`config.mk`:
```
export PLATFORM = sky130hd
export DESIGN_NAME = pair_issue_stage
export DESIGN_NICKNAME = d
export VERILOG_FILES = /design/src/rtl/issue_pkg.sv /design/src/rtl/issue_scoreboard.sv /design/src/rtl/issue_hazard.sv /design/src/rtl/issue_slots.sv /design/src/rtl/pair_issue_stage.sv
export SDC_FILE = /design/constraint.sdc
export NUM_CORES = 1
export LEC_CHECK = 0
export BUFFER_PORTS_ARGS = -buffer_cell sky130_fd_sc_hd__buf_2
export CAP_MARGIN = 20
export CORE_UTILIZATION = 55
export DETAILED_ROUTE_END_ITERATION = 10
export GPL_TIMING_DRIVEN = 0
export PLACE_DENSITY_LB_ADDON = 0.08
export SYNTH_ARGS = -nofsm -noshare
export SYNTH_HDL_FRONTEND = slang
export SYNTH_SLANG_ARGS = --single-unit
```
`constraint.sdc`:
```
create_clock -name clk -period 2.92 [get_ports clk]
set_input_delay 0.438 -clock clk [delete_from_list [all_inputs] [get_ports clk]]
set_output_delay 0.438 -clock clk [all_outputs]
set_load 0.02 [all_outputs]
```
`src/rtl/issue_pkg.sv`:
```
package issue_pkg;
  parameter int unsigned REG_W = 4;
  parameter int unsigned NSRC  = 3;
  parameter int unsigned LAT_W = 3;
  localparam int unsigned NREG  = 1 << REG_W;
  localparam int unsigned SRC_W = NSRC * REG_W;

  typedef struct packed {
    logic             vld;
    logic             mul;
    logic [LAT_W-1:0] lat;
    logic             dst_en;
    logic [REG_W-1:0] dst;
    logic [NSRC-1:0]  src_en;
    logic [SRC_W-1:0] src;
  } instr_t;
endpackage

```
`src/rtl/issue_scoreboard.sv`:
```
module issue_scoreboard
  import issue_pkg::*;
(
  input  logic             clk,
  input  logic             rst_n,
  input  logic             flush,
  input  logic             wr0_en,
  input  logic [REG_W-1:0] wr0_idx,
  input  logic [LAT_W-1:0] wr0_lat,
  input  logic             wr1_en,
  input  logic [REG_W-1:0] wr1_idx,
  input  logic [LAT_W-1:0] wr1_lat,
  output logic [NREG-1:0]  busy
);
  // preload is latency-1 so a latency of one frees the register next cycle
  function automatic logic [LAT_W-1:0] preload(input logic [LAT_W-1:0] lat);
    return (lat == '0) ? '0 : lat - 1'b1;
  endfunction

  assign busy[0] = 1'b0;

  for (genvar r = 1; r < NREG; r++) begin : g_reg
    logic [LAT_W-1:0] cnt_q;
    logic             hit0, hit1;
    assign hit0 = wr0_en && (wr0_idx == REG_W'(r));
    assign hit1 = wr1_en && (wr1_idx == REG_W'(r));

    always_ff @(posedge clk or negedge rst_n) begin
      if (!rst_n)             cnt_q <= '0;
      else if (flush)         cnt_q <= '0;
      else if (hit1)          cnt_q <= preload(wr1_lat);
      else if (hit0)          cnt_q <= preload(wr0_lat);
      else if (cnt_q != '0)   cnt_q <= cnt_q - 1'b1;
    end

    assign busy[r] = (cnt_q != '0);
  end
endmodule

```
`src/rtl/issue_hazard.sv`:
```
module issue_hazard
  import issue_pkg::*;
(
  input  instr_t           ins,
  input  logic [NREG-1:0]  busy,
  input  logic             older_wr,
  input  logic [REG_W-1:0] older_dst,
  output logic             clear
);
  always_comb begin
    logic [REG_W-1:0] idx;
    idx   = '0;
    clear = 1'b1;
    for (int k = 0; k < NSRC; k++) begin
      idx = ins.src[k*REG_W +: REG_W];
      if (ins.src_en[k]) begin
        if (busy[idx]) clear = 1'b0;
        if (older_wr && (idx == older_dst) && (idx != '0)) clear = 1'b0;
      end
    end
  end
endmodule

```
`src/rtl/issue_slots.sv`:
```
module issue_slots
  import issue_pkg::*;
(
  input  logic   clk,
  input  logic   rst_n,
  input  logic   flush,
  input  logic   take,
  input  instr_t in0,
  input  instr_t in1,
  input  logic   iss0,
  input  logic   iss1,
  output instr_t slot0,
  output instr_t slot1
);
  always_ff @(posedge clk or negedge rst_n) begin
    if (!rst_n) begin
      slot0 <= '0;
      slot1 <= '0;
    end else if (flush) begin
      slot0 <= '0;
      slot1 <= '0;
    end else if (take) begin
      if (in0.vld) begin
        slot0 <= in0;
        slot1 <= in1;
      end else begin
        slot0 <= in1;
        slot1 <= '0;
      end
    end else if (iss0) begin
      slot0 <= iss1 ? '0 : slot1;
      slot1 <= '0;
    end
  end
endmodule

```
`src/rtl/pair_issue_stage.sv`:
```
module pair_issue_stage
  import issue_pkg::*;
(
  input  logic             clk,
  input  logic             rst_n,
  input  logic             flush,
  input  logic             in_valid,
  output logic             in_ready,
  input  logic             s0_valid,
  input  logic             s0_mul,
  input  logic [LAT_W-1:0] s0_lat,
  input  logic             s0_dst_en,
  input  logic [REG_W-1:0] s0_dst,
  input  logic [NSRC-1:0]  s0_src_en,
  input  logic [SRC_W-1:0] s0_src,
  input  logic             s1_valid,
  input  logic             s1_mul,
  input  logic [LAT_W-1:0] s1_lat,
  input  logic             s1_dst_en,
  input  logic [REG_W-1:0] s1_dst,
  input  logic [NSRC-1:0]  s1_src_en,
  input  logic [SRC_W-1:0] s1_src,
  output logic             p0_issue,
  output logic             p0_mul,
  output logic             p0_dst_en,
  output logic [REG_W-1:0] p0_dst,
  output logic [LAT_W-1:0] p0_lat,
  output logic             p1_issue,
  output logic             p1_dst_en,
  output logic [REG_W-1:0] p1_dst,
  output logic [LAT_W-1:0] p1_lat
);
  instr_t          in_pair [2];
  instr_t          slot    [2];
  logic [1:0]      clear;
  logic [1:0]      iss;
  logic [NREG-1:0] busy_vec;
  logic            take;

  assign in_pair[0] = '{vld: s0_valid, mul: s0_mul, lat: s0_lat, dst_en: s0_dst_en,
                        dst: s0_dst, src_en: s0_src_en, src: s0_src};
  assign in_pair[1] = '{vld: s1_valid, mul: s1_mul, lat: s1_lat, dst_en: s1_dst_en,
                        dst: s1_dst, src_en: s1_src_en, src: s1_src};

  issue_slots u_slots (
    .clk   (clk),
    .rst_n (rst_n),
    .flush (flush),
    .take  (take),
    .in0   (in_pair[0]),
    .in1   (in_pair[1]),
    .iss0  (iss[0]),
    .iss1  (iss[1]),
    .slot0 (slot[0]),
    .slot1 (slot[1])
  );

  for (genvar s = 0; s < 2; s++) begin : g_haz
    logic older_wr;
    if (s == 0) begin : g_first
      assign older_wr = 1'b0;
    end else begin : g_second
      assign older_wr = slot[0].vld && slot[0].dst_en;
    end
    issue_hazard u_haz (
      .ins       (slot[s]),
      .busy      (busy_vec),
      .older_wr  (older_wr),
      .older_dst (slot[0].dst),
      .clear     (clear[s])
    );
  end

  assign iss[0] = !flush && slot[0].vld && clear[0];
  assign iss[1] = iss[0] && slot[1].vld && !slot[1].mul && clear[1];

  assign in_ready = !flush && (!slot[0].vld || iss[0]) && (!slot[1].vld || iss[1]);
  assign take     = in_valid && in_ready;

  issue_scoreboard u_sb (
    .clk     (clk),
    .rst_n   (rst_n),
    .flush   (flush),
    .wr0_en  (iss[0] && slot[0].dst_en),
    .wr0_idx (slot[0].dst),
    .wr0_lat (slot[0].lat),
    .wr1_en  (iss[1] && slot[1].dst_en),
    .wr1_idx (slot[1].dst),
    .wr1_lat (slot[1].lat),
    .busy    (busy_vec)
  );

  assign p0_issue  = iss[0];
  assign p0_mul    = slot[0].mul;
  assign p0_dst_en = slot[0].dst_en;
  assign p0_dst    = slot[0].dst;
  assign p0_lat    = slot[0].lat;
  assign p1_issue  = iss[1];
  assign p1_dst_en = slot[1].dst_en;
  assign p1_dst    = slot[1].dst;
  assign p1_lat    = slot[1].lat;
endmodule

```
# Yosys cells after proc, flatten, opt, wreduce, memory -nomap -nowiden

Index checks and enable logic that the tools add are counted.

Register bits after elaboration: 95
Bits in latches: 0
Bits in writable memories: 0
ROM bits: 0
Input port bits: 54
Output and inout port bits: 20
Word-level logic and storage cells: 272
Memories: 0

Add/sub/neg operators: 17
Multiply operators: 0
Divide/modulo/power cells: 0
Magnitude comparators: 6
Equality and inequality tests: 33
Shift operators: 0
Multiplexer cells: 98
Bitwise operators: 0
Reduce and logical (&&, ||, !) cells: 89

Operators with widths:

| kind                                               | number |
|---|---|
| two-way mux 25 bit                                 | 9 |
| two-way mux 3 bit                                  | 62 |
| nonzero test 4 bit                                 | 18 |
| == test 4 bit, second input constant               | 16 |
| subtractor 3 x 1 -> 3 bit, second input constant   | 17 |
| nonzero test 3 bit                                 | 16 |
| logical AND 1 bit                                  | 47 |
| == test 4 x 3 -> 1 bit, second input constant      | 8 |
| < comparator 4 x 5 -> 1 bit, second input constant | 6 |
| binary-select mux 1 bit (select 4 bit)             | 6 |
| two-way mux 1 bit                                  | 21 |
| == test 4 x 2 -> 1 bit, second input constant      | 4 |
| == test 4 bit                                      | 3 |
| == test 4 x 1 -> 1 bit, second input constant      | 2 |
| zero test 3 bit                                    | 2 |
| zero test 1 bit                                    | 4 |
| logical OR 1 bit                                   | 2 |

# Logic depth before layout (Yosys ltp)

Word-level depth: 18
Gate-level depth with buffers: 14
Mapped depth without buffers: 12

# By module

From an unflattened synthesis, not the netlist that was laid out.

Cells, all modules: 799
Area, all modules: 7,434.6 um^2

By module, submodules not included:

| module           | instances | cells each | area an instance (um^2) | sequential area each (um^2) |
|---|---|---|---|---|
| issue_scoreboard | 1         | 449        | 3,658.5                 | 1,126.1 |
| issue_slots      | 1         | 218        | 2,446.1                 | 1,251.2 |
| issue_hazard     | 2         | 60         | 620.6                   | 0.0 |
| pair_issue_stage | 1         | 12         | 88.8                    | 0.0 |

# Worst setup path before layout

Ideal clock, no wire load.

Kind: flip-flop to output port
Start point: reg u_sb.g_reg[11].cnt_q[0]
End point: out in_ready
Data arrival time: 2,833 ps
Data required time: 2,482 ps
Setup slack: -351 ps
Cell stages (with the launch flop): 12
Buffers on the path: 1
Path through: dfrtp_1 > inv_1 > ha_1 > nor2b_1 > buf_4 > a2111oi_1 > or4_4 > nor4_4 > nand3_2 > inv_2 > nand2_1 > a211oi_1

Cells in the longest elaborated chain, start to end: 15
Elaborated cells between the ends (all ways): 36
Classes of those cells: mux: 27; reduce/logical: 9

Ends and longest elaborated chain:

| element                                 | RTL line               | RTL |
|---|---|---|
| start: declaration                      | issue_scoreboard.sv:23 | `logic [LAT_W-1:0] cnt_q;` |
| start signal: assignment                | issue_scoreboard.sv:31 | `else if (hit1) cnt_q <= preload(wr1_lat);` |
| start signal: assignment                | issue_scoreboard.sv:32 | `else if (hit0) cnt_q <= preload(wr0_lat);` |
| start signal: assignment                | issue_scoreboard.sv:33 | `else if (cnt_q != '0) cnt_q <= cnt_q - 1'b1;` |
| nonzero test 3 bit (*)                  | issue_scoreboard.sv:36 | `assign busy[r] = (cnt_q != '0);` |
| binary-select mux 1 bit (select 4 bit)  | issue_hazard.sv:17     | `if (busy[idx]) clear = 1'b0;` |
| two-way mux 1 bit (not written as such) | issue_hazard.sv:17     |  |
| two-way mux 1 bit                       | issue_hazard.sv:17     |  |
| two-way mux 1 bit                       | issue_hazard.sv:16     | `if (ins.src_en[k]) begin` |
| two-way mux 1 bit                       | issue_hazard.sv:17     |  |
| two-way mux 1 bit                       | issue_hazard.sv:16     |  |
| two-way mux 1 bit                       | issue_hazard.sv:17     |  |
| two-way mux 1 bit (*)                   | issue_hazard.sv:16     |  |
| logical AND 1 bit (*)                   | pair_issue_stage.sv:74 | `assign iss[0] = !flush && slot[0].vld && clear[0];` |
| net p0_issue                            | pair_issue_stage.sv:23 | `output logic p0_issue,` |
| logical AND 1 bit (3 in a row)          | pair_issue_stage.sv:75 | `assign iss[1] = iss[0] && slot[1].vld && !slot[1].mul && clear[1];` |
| logical OR 1 bit                        | pair_issue_stage.sv:77 | `assign in_ready = !flush && (!slot[0].vld \|\| iss[0]) && (!slot[1].vld \|\| iss[1]);` |
| logical AND 1 bit (*)                   | pair_issue_stage.sv:77 |  |
| end: declaration                        | pair_issue_stage.sv:8  | `output logic in_ready,` |

The timed path passes the listed nets; every way through them passes the cells marked *. The select of a mux whose other input is x is not followed.

# Final worst setup path

Start point: reg u_sb.g_reg[8].cnt_q[1]
End point: out in_ready

Cells in the longest elaborated chain, start to end: 15
Elaborated cells between the ends (all ways): 36
Classes of those cells: mux: 27; reduce/logical: 9

Ends and longest elaborated chain:

| element                                                | RTL line |
|---|---|
| start: declaration                                     | issue_scoreboard.sv:23 |
| start signal: assignment                               | issue_scoreboard.sv:31 |
| start signal: assignment                               | issue_scoreboard.sv:32 |
| start signal: assignment                               | issue_scoreboard.sv:33 |
| nonzero test 3 bit (*)                                 | issue_scoreboard.sv:36 |
| binary-select mux 1 bit (select 4 bit)                 | issue_hazard.sv:17 |
| two-way mux 1 bit (not written as such)                | issue_hazard.sv:17 |
| two-way mux 1 bit                                      | issue_hazard.sv:17 |
| two-way mux 1 bit (on tied branches)                   | issue_hazard.sv:18, issue_hazard.sv:16 |
| two-way mux 1 bit (on tied branches)                   | issue_hazard.sv:16, issue_hazard.sv:17 |
| two-way mux 1 bit (on tied branches)                   | issue_hazard.sv:17, issue_hazard.sv:16 |
| two-way mux 1 bit (on tied branches)                   | issue_hazard.sv:18, issue_hazard.sv:17 |
| two-way mux 1 bit                                      | issue_hazard.sv:16 |
| two-way mux 1 bit or logical AND 1 bit (tied branches) | issue_hazard.sv:17, pair_issue_stage.sv:74 |
| two-way mux 1 bit or logical AND 1 bit (tied branches) | issue_hazard.sv:18, pair_issue_stage.sv:75 |
| two-way mux 1 bit or logical AND 1 bit (tied branches) | issue_hazard.sv:16, pair_issue_stage.sv:75 |
| logical AND 1 bit                                      | pair_issue_stage.sv:75 |
| logical OR 1 bit                                       | pair_issue_stage.sv:77 |
| logical AND 1 bit (*)                                  | pair_issue_stage.sv:77 |

Every way passes the cells marked *; elsewhere a longest branch is shown, timed or not. The select of a mux whose other input is x is not followed.

==> results.cfg <==
[yosys]
yosysTopAreaCell = dfrtp_1
yosysWarnings = 0
syn_area_per_cell_um2 = 9.263
yosysSeqAreaShare = 0.3044
syn_inst = 843
yosysMostFrequentCell = dfrtp_1
ys_ff_latch = 95
postSynthNetCount = 931
ys_top_cells_by_count = dfrtp_1 (95), mux2i_1 (67), o21ai_0 (65), inv_1 (54), nand2_1 (51)
synth_top_area_share = 0.3044
synth_area_um2 = 7809
ys.flop_type = dfrtp_1
synth_edf_count = 0
synth_cell_types = 67
synthArstFlopShare = 1.000
synth_area_leaders = dfrtp_1 (30%), mux2i_1 (8.6%), ha_1 (5.4%)

[timing]
fin_crit_ns = 3.619
slew_headroom = 0.1786
rsz0062_at_grt = yes
period_share = 1.239
fin_ws_ns = -0.6991
drv_slew = 0
tns_ns = -31.11
finalSetupViolCount = 97
worst_pin_slew_ns = 1.223
hold_viol_final = 0
max_freq_ghz = 0.2763
clock_skew_ns = 0.009768
holdWs_ns = 0.3029

[status]
failed_checks = negative setup slack
outcome = finished with violations

[global_route]
grt_usage = 0.3753
grt_max_degree = 72
antenna_found_initial = 0
overflow = 0
grt_pass1_wl_um = 40830
grt_pass1_vias = 7501

[worst_setup_path]
start_kind = flop
r2r-start = u_sb.g_reg[8].cnt_q[1]$_DFFE_PN0P_
cp_cell_sequence = inv_2, ha_4, nor2b_1, buf_4, mux4_2, nor3_2, or4_4, nor4_4, buf_4, nand2_8, a211oi_2, buf_4
critical_path_class = reg2out
arrival_ns = 3.18
r2r_end = u_sb.g_reg[1].cnt_q[1]$_DFFE_PN0P_
critPathCaptureType = primary output
r2r.worst_path.cells = 13
cp_common_cell = buf_4
crit_slowest_cell = or4_4
slowest_delay_ns = 0.55
path_max_fanout = 4
reg2reg_slack_ns = -0.65
cp.required_ns = 2.48

[cells_and_area]
final_area_um2 = 10490
syn_to_final_growth_pct = 34.37
drive_above_1_share = 0.4033
final_core_util = 0.7559
fill_cells = 951
antennaDiodeCount = 0
final_nets = 1112

[floorplanning]
io_pins = 74
core_area_um2 = 13880
initial_core_util = 0.5626
dieArea_um2 = 14680
fp-row-count = 43
die_x_um = 121.2
die_y_um = 121.2

[placed_design]
port_buffers = 72
dp_hpwl_um = 18280
placed_area_um2 = 8456
place_congestion = 0.9454

[detailed_routing]
drc = 0
vias = 7851
via_per_inst = 6.494
postRouteAntennaNets = 0
drt-initial-drc-count = 979
dr.pass1.iters = 5
wl_um = 27830
avgRoutedWirePerCell_um = 23.02

[pwr]
internal_power_w = 0.004928
ir_worst_vdd_uv = 675.9
p_seq_frac = 0.232
p_sw_w = 0.003354
p_leak_nw = 4.831
p_per_area_nw_per_um2 = 789.3
p_clk_frac = 0.143
pwr-share-comb = 0.625
switching_share = 0.4050

[clock_network]
cts-buffers-inserted = 9
cts_max_level = 3
insertion_delay_ns = 0.37
clockRootBuffer = clkbuf_16
cts_tree = built
cts_max_path_buffers = 2
clk_pin_slew_ns = 0.07
cts_sinks = 95

[hold_path]
whs_endpoint = u_slots.slot1[20]$_DFFE_PN0P_
worstHoldStart = s1_lat[0]
hold_path_class = in2reg
hold_path_depth = 2

[run]
drv_cap = 0
per-layer routing:
layer  wire length [um]  part of all wire  up-vias  track usage
met4               1411             0.051        0       0.1914
met2              12720              0.46      501       0.5904
met3               2778              0.10      105      0.07848
met5                  0                 0        -            0
met1              10920              0.39     3811       0.4869
li1                   -                 -     3434            -
critical path: cells and delay by family, from the launching register on:
| kind | cells | cell delay, ns |
|---|---|---|
| AO/OA/AOI/OAI | 1 | 0.24 |
| buffers and inverters | 4 | 0.64 |
| AND/OR/NAND/NOR | 5 | 1.14 |
| flip-flops | 1 | 0.39 |
| multiplexers | 1 | 0.25 |
| adder cells (fa/ha/maj) | 1 | 0.14 |
area by class of cell:
class                           count  area, um2  share of cell area
Buffer                             88      635.6             0.06058
Clock buffer                        9      225.2             0.02146
Clock inverter                      7      53.80            0.005128
Inverter                           56      222.7             0.02123
Multi-Input combinational cell    602       5478              0.5221
Sequential cell                    95       2377              0.2266
Tap cell                          180      225.2             0.02146
Timing Repair Buffer              172       1275              0.1215
power by group through the flow:
stage | clock network (W) | registers [W] | logic [W]
2_1_floorplan | 0 | 0.00182 | 0.00257
3_3_place_gp | 0 | 0.00187 | 0.00328
3_5_place_dp | 0 | 0.00188 | 0.00342
4_1_cts | 0.00118 | 0.00186 | 0.00420
5_1_grt | 0.00123 | 0.00195 | 0.00554
6_report | 0.00118 | 0.00192 | 0.00518
cell families (layout without fill, tap and decap cells):
family / after synthesis / count (layout) / synth area share
muxes: 114 / 114 / 0.1714
AOI/OAI and AO/OA: 198 / 198 / 0.1761
adders and majority gates: 34 / 34 / 0.05448
xor gates and xnor gates: 24 / 24 / 0.02692
DFF: 95 / 95 / 0.3044
buffers and inverters: 146 / 332 / 0.08252
and+or+nand+nor: 232 / 232 / 0.1841
metrics by stage:
| stage | total power (W) | std cells | setup WS [ns] |
|---|---|---|---|
| floorplan | 0.004392 | 843 | -0.1804 |
| global placement | 0.005147 | 1095 | -0.9191 |
| detailed placement | 0.005304 | 1096 | -0.9473 |
| CTS | 0.007238 | 1159 | -0.6497 |
| global route | 0.008717 | 1209 | -0.7359 |
| finish | 0.008282 | 1209 | -0.6991 |
state kept, by name (all words and copies together), names as in the netlist:
name,flops
u_sb.g.cnt_q,45
u_slots.slot0,25
u_slots.slot1,25
cells in the final DEF, fill, tap and decap left out, drive strengths merged, types with 8 or more instances in the layout:
master,Yosys,routed
nor3b,8,8
a21oi,17,17
buf,44,225
a22o,26,26
nor2b,24,24
xnor2,16,16
nor2,43,43
nor4bb,8,8
nand4,19,19
o21ai,67,67
or4,8,8
or3,9,9
clkbuf,46,43
ha,34,34
inv,56,59
a22oi,23,23
mux2i,67,67
nand2,51,51
nand3,13,13
mux2,35,35
dfrtp,95,95
a41o,8,8
xor2,8,8
nor3,12,12
mux4,12,12
a311oi,8,8
worst max-delay path by stage:
stage | from | end | cells past startpoint
2_1_floorplan | u_sb.g_reg[9].cnt_q[0]$_DFFE_PN0P_ | u_sb.g_reg[1].cnt_q[0]$_DFFE_PN0P_ | 12
3_3_place_gp | u_sb.g_reg[6].cnt_q[0]$_DFFE_PN0P_ | p1_issue | 11
3_5_place_dp | u_sb.g_reg[6].cnt_q[0]$_DFFE_PN0P_ | p1_issue | 11
4_1_cts | u_sb.g_reg[11].cnt_q[0]$_DFFE_PN0P_ | in_ready | 12
5_1_grt | u_sb.g_reg[8].cnt_q[0]$_DFFE_PN0P_ | in_ready | 12
6_report | u_sb.g_reg[8].cnt_q[1]$_DFFE_PN0P_ | in_ready | 12
timing repair:
action | CTS | global route
endpoints found under the setup margin | 98 | 98
pin swaps | 25 | 34
gates resized for setup | 118 | 209
hold endpoints to repair | 13 | 0
cloned | 4 | 4
hold buffers | 1 | 0
buffers inserted | 42 | 49
Note: power is estimated with default switching activity, not from simulation.
